`src/rtl/cla_pkg.sv`:
```
package cla_pkg;

  // True when n is a power of two and at least 2.
  function automatic bit width_ok(input int n);
    return (n >= 2) && ((n & (n - 1)) == 0);
  endfunction

endpackage

```
`src/rtl/cla_bit_terms.sv`:
```
module cla_bit_terms #(
  parameter int N = 16
) (
  input  logic [N-1:0] a,
  input  logic [N-1:0] b,
  output logic [N-1:0] gen,
  output logic [N-1:0] prop
);

  for (genvar i = 0; i < N; i++) begin : g_bit
    assign gen[i]  = a[i] & b[i];
    assign prop[i] = a[i] ^ b[i];
  end

endmodule

```
`src/rtl/cla_node.sv`:
```
// One tree node: folds two adjacent ranges into one group on the way up,
// and splits the incoming carry into the two halves on the way down.
module cla_node (
  input  logic lo_g,
  input  logic lo_p,
  input  logic hi_g,
  input  logic hi_p,
  input  logic c_in,
  output logic grp_g,
  output logic grp_p,
  output logic c_lo,
  output logic c_hi
);

  assign grp_g = hi_g | (hi_p & lo_g);
  assign grp_p = lo_p & hi_p;
  assign c_lo  = c_in;
  assign c_hi  = lo_g | (lo_p & c_in);

endmodule

```
`src/rtl/cla_tree.sv`:
```
// Heap-indexed tree: node 1 is the root, node k has children 2k (lower
// bits) and 2k+1 (upper bits), leaf N+i holds bit i.
module cla_tree #(
  parameter int N = 16
) (
  input  logic [N-1:0] gen,
  input  logic [N-1:0] prop,
  input  logic         cin,
  output logic [N-1:0] carry,
  output logic         all_g,
  output logic         all_p
);

  localparam int NODES = 2 * N;

  logic ng [1:NODES-1];
  logic np [1:NODES-1];
  logic nc [1:NODES-1];

  for (genvar i = 0; i < N; i++) begin : g_leaf
    assign ng[N+i]  = gen[i];
    assign np[N+i]  = prop[i];
    assign carry[i] = nc[N+i];
  end

  for (genvar k = 1; k < N; k++) begin : g_node
    cla_node u_node (
      .lo_g  (ng[2*k]),
      .lo_p  (np[2*k]),
      .hi_g  (ng[2*k+1]),
      .hi_p  (np[2*k+1]),
      .c_in  (nc[k]),
      .grp_g (ng[k]),
      .grp_p (np[k]),
      .c_lo  (nc[2*k]),
      .c_hi  (nc[2*k+1])
    );
  end

  assign nc[1] = cin;
  assign all_g = ng[1];
  assign all_p = np[1];

endmodule

```
`src/rtl/cla_adder.sv`:
```
module cla_adder #(
  parameter int N = 16
) (
  input  logic [N-1:0] a,
  input  logic [N-1:0] b,
  input  logic         cin,
  output logic [N-1:0] sum,
  output logic         cout
);
  import cla_pkg::*;

  if (!width_ok(N)) begin : g_bad_width
    $error("cla_adder: N must be a power of two and at least 2");
  end

  logic [N-1:0] gen;
  logic [N-1:0] prop;
  logic [N-1:0] carry;
  logic         all_g;
  logic         all_p;

  cla_bit_terms #(.N(N)) u_terms (
    .a    (a),
    .b    (b),
    .gen  (gen),
    .prop (prop)
  );

  cla_tree #(.N(N)) u_tree (
    .gen   (gen),
    .prop  (prop),
    .cin   (cin),
    .carry (carry),
    .all_g (all_g),
    .all_p (all_p)
  );

  assign sum  = prop ^ carry;
  assign cout = all_g | (all_p & cin);

endmodule

```
`config.mk`:
```
export PLATFORM = sky130hd
export DESIGN_NAME = cla_adder
export DESIGN_NICKNAME = d
export VERILOG_FILES = /design/src/rtl/cla_pkg.sv /design/src/rtl/cla_bit_terms.sv /design/src/rtl/cla_node.sv /design/src/rtl/cla_tree.sv /design/src/rtl/cla_adder.sv
export SDC_FILE = /design/constraint.sdc
export NUM_CORES = 1
export LEC_CHECK = 0
export CORE_MARGIN = 5
export CORE_UTILIZATION = 30
export DETAILED_ROUTE_END_ITERATION = 10
export GPL_ROUTABILITY_DRIVEN = 0
export PLACE_DENSITY = 0.68
export SETUP_SLACK_MARGIN = 0.4
export SYNTH_ARGS = -nofsm -noshare
export SYNTH_HDL_FRONTEND = slang
export SYNTH_SLANG_ARGS = --single-unit
```
`constraint.sdc`:
```
create_clock -name vclk -period 5.5
set_input_delay 1.375 -clock vclk [all_inputs]
set_output_delay 1.375 -clock vclk [all_outputs]
set_load 0.02 [all_outputs]
```
==> impl_metrics.env <==
export IMPL_worstMarginPinSlew_ns=0.433
export IMPL_area_growth_pct=96.6
export IMPL_slew_headroom_pct=70.8
export IMPL_die_area_sq_mm=0.00343
export IMPL_layout_nets=200
export IMPL_yosys_top_cells_area="ha_1, fa_1, inv_1"
export IMPL_slowest_stage="fa_2"
export IMPL_startpoint_type="input pin"
export IMPL_clkPwrFrac_pct=0
export IMPL_grt_pass1_wl_um=3540
export IMPL_p_int_mw=0.0953
export IMPL_power_frac_seq_pct=0
export IMPL_routedWlPerCell_um=13.1
export IMPL_min_path_type="input pin to output port"
export IMPL_port_buffers=50
export IMPL_diodes=0
export IMPL_netSwitchingFraction_pct=50.7
export IMPL_rsz0062_at_grt="no"
export IMPL_maxCapViolations=0
export IMPL_max_vdd_ir_drop_mv=0.0769
export IMPL_drv_slew=0
export IMPL_ys_seq_area_share_pct=0
export IMPL_timing_final_crit_share_pct=91.4
export IMPL_period_needed_ns=5.03
export IMPL_cts_hold_buf=0
export IMPL_setup_tns_ns=0
export IMPL_final_layout_size_suffix_gt1_share_pct=21.3
export IMPL_drt_wl_total_um=2210
export IMPL_seq_cells=0
export IMPL_crit_family="adder cells"
export IMPL_cp_required_ns=4.12
export IMPL_netlist_area_sq_um=707
export IMPL_synth_avg_cell_area_sq_um=8.62
export IMPL_synth_cell_type_count=23
export IMPL_nClkBuffers=0
export IMPL_crit_chain="clkdlybuf4s50_1 > ha_4 > nand2_2 > o32ai_4 > a21oi_2 > buf_4 > o311ai_4 > fa_2 > buf_4"
export IMPL_io_pins=50
export IMPL_core_sq_mm=0.00223
export IMPL_max_freq_ghz=0.199
export IMPL_seq_area_sq_um=0
export IMPL_syn_nets=139
export IMPL_netlist_instances=82
export IMPL_fp_dieW_um=58.5
export IMPL_grt_pass1_vias=810
export IMPL_synth_top_area_share_pct=28.3
export IMPL_ant_nets=0
export IMPL_finalSetupViolCount=0
export IMPL_vias_per_cell=4.76
export IMPL_dp_hpwl_um=1840
export IMPL_drtIter0Drc=11
export IMPL_crit_buf_inv=3
export IMPL_yosys_area_top_type="ha_1"
export IMPL_die_h_um=58.5
export IMPL_initial_core_util_pct=31.7
export IMPL_route_detailed_drc=0
export IMPL_yosysWarnings=0
export IMPL_status="finished, final reports clean"
export IMPL_critical_path_max_stage_delay_ns=0.48
export IMPL_power_density_mw_per_mm2=139
export IMPL_crit_top_cell="buf_4"
export IMPL_drt_pass1_iterations=4
export IMPL_p_switching_mw=0.0979
export IMPL_overflow=0
export IMPL_grtUsageTotal_pct=12.6
export IMPL_leakagePower_nw=0.692
export IMPL_endpoint_kind="output port"
export IMPL_finalHoldViolations=0
export IMPL_worstSetupPathType="input pin to output port"
export IMPL_critPathMaxFanout=4
export IMPL_rows=17
export IMPL_grt_max_degree=6
export IMPL_vias=805
export IMPL_cp_data_arrival_time_ns=3.65
export IMPL_final_util_pct=62.2
export IMPL_p_comb_share_pct=100.0
export IMPL_antenna_found_initial=0
[cells by family after synthesis]
logic type / after synthesis / share of synthesized area (%)
adder cells (fa/ha/maj): 24 / 51.0
AO/OA/AOI/OAI: 23 / 23.2
XOR/XNOR: 8 / 9.91
AND/OR/NAND/NOR: 11 / 7.43
buffers and inverters: 16 / 8.50
[per-layer routing]
metal | global-route usage, % | wire length [um]
met2 | 24.1 | 1170
met5 | 0 | 0
met4 | 1.66 | 31
met1 | 15.4 | 873
met3 | 1.32 | 129
[what timing repair did]
| action | 4_1_cts | 5_1_grt |
|---|---|---|
| gates cloned | 0 | 0 |
| setup endpoints to repair | 13 | 11 |
| resized for setup | 33 | 26 |
| pin swaps | 3 | 7 |
| setup buffers | 3 | 1 |
[tightest hold or removal path, cell delays in order]
cell            delay [ns]
dlymetal6s2s_1        0.14
ha_4                  0.17
buf_4                 0.11
xor2_1                0.05
dlymetal6s2s_1        0.20
[Yosys cell counts, drive strengths merged]
cell	instances
a21o	2
nor2b	1
a211oi	1
nor2	1
xor2	4
a21oi	8
nand4	1
and3	1
o21ai	5
o31ai	1
o311ai	1
inv	16
xnor2	4
ha	16
o32ai	1
fa	8
a221oi	1
nand2	6
nand3	1
o21bai	2
o41ai	1
[stage by stage]
step / total power [mW] / std cells / hold slack, ns / instance area, sq um / worst slack [ns]
floorplan: 0.0985 / 82 / 3.01 / 707 / 0.880
global placement: 0.187 / 165 / 3.97 / 1280 / -0.0261
detailed placement: 0.190 / 165 / 3.98 / 1280 / -0.104
CTS: 0.186 / 168 / 3.58 / 1310 / 0.204
global route: 0.212 / 169 / 3.47 / 1390 / 0.399
finish: 0.193 / 169 / 3.42 / 1390 / 0.472
[cell usage in the layout (no fill, tap or decap), types with 3 or more instances in the layout]
| cell type | instances |
|---|---|
| nand2_1 | 5 |
| ha_4 | 3 |
| buf_2 | 3 |
| inv_1 | 16 |
| fa_1 | 6 |
| ha_1 | 12 |
| dlymetal6s2s_1 | 6 |
| xnor2_1 | 4 |
| dlygate4sd2_1 | 9 |
| a21oi_1 | 6 |
| xor2_1 | 4 |
| clkdlybuf4s50_1 | 29 |
| buf_4 | 12 |
[power groups by stage]
| stage | clock network, mW | registers (mW) | logic [mW] |
|---|---|---|---|
| 2_1_floorplan | 0 | 0 | 0.0985 |
| 3_3_place_gp | 0 | 0 | 0.187 |
| 3_5_place_dp | 0 | 0 | 0.190 |
| 4_1_cts | 0 | 0 | 0.186 |
| 5_1_grt | 0 | 0 | 0.212 |
| 6_report | 0 | 0 | 0.193 |
[worst paths after layout]
kind | slack (ns) | endpoint | cells after the start | startpoint
setup / recovery | 0.47 | sum[14] | 9 | a[3]
hold / removal | 3.42 | sum[3] | 5 | b[3]
[cell type report]
cell class	instances	area (sq um)
Fill cell	207	843
Multi-Input combinational cell	66	746
Timing Repair Buffer	59	549
Inverter	16	60.1
Tap cell	28	35.0
Note: power is estimated with default switching activity, not from simulation.
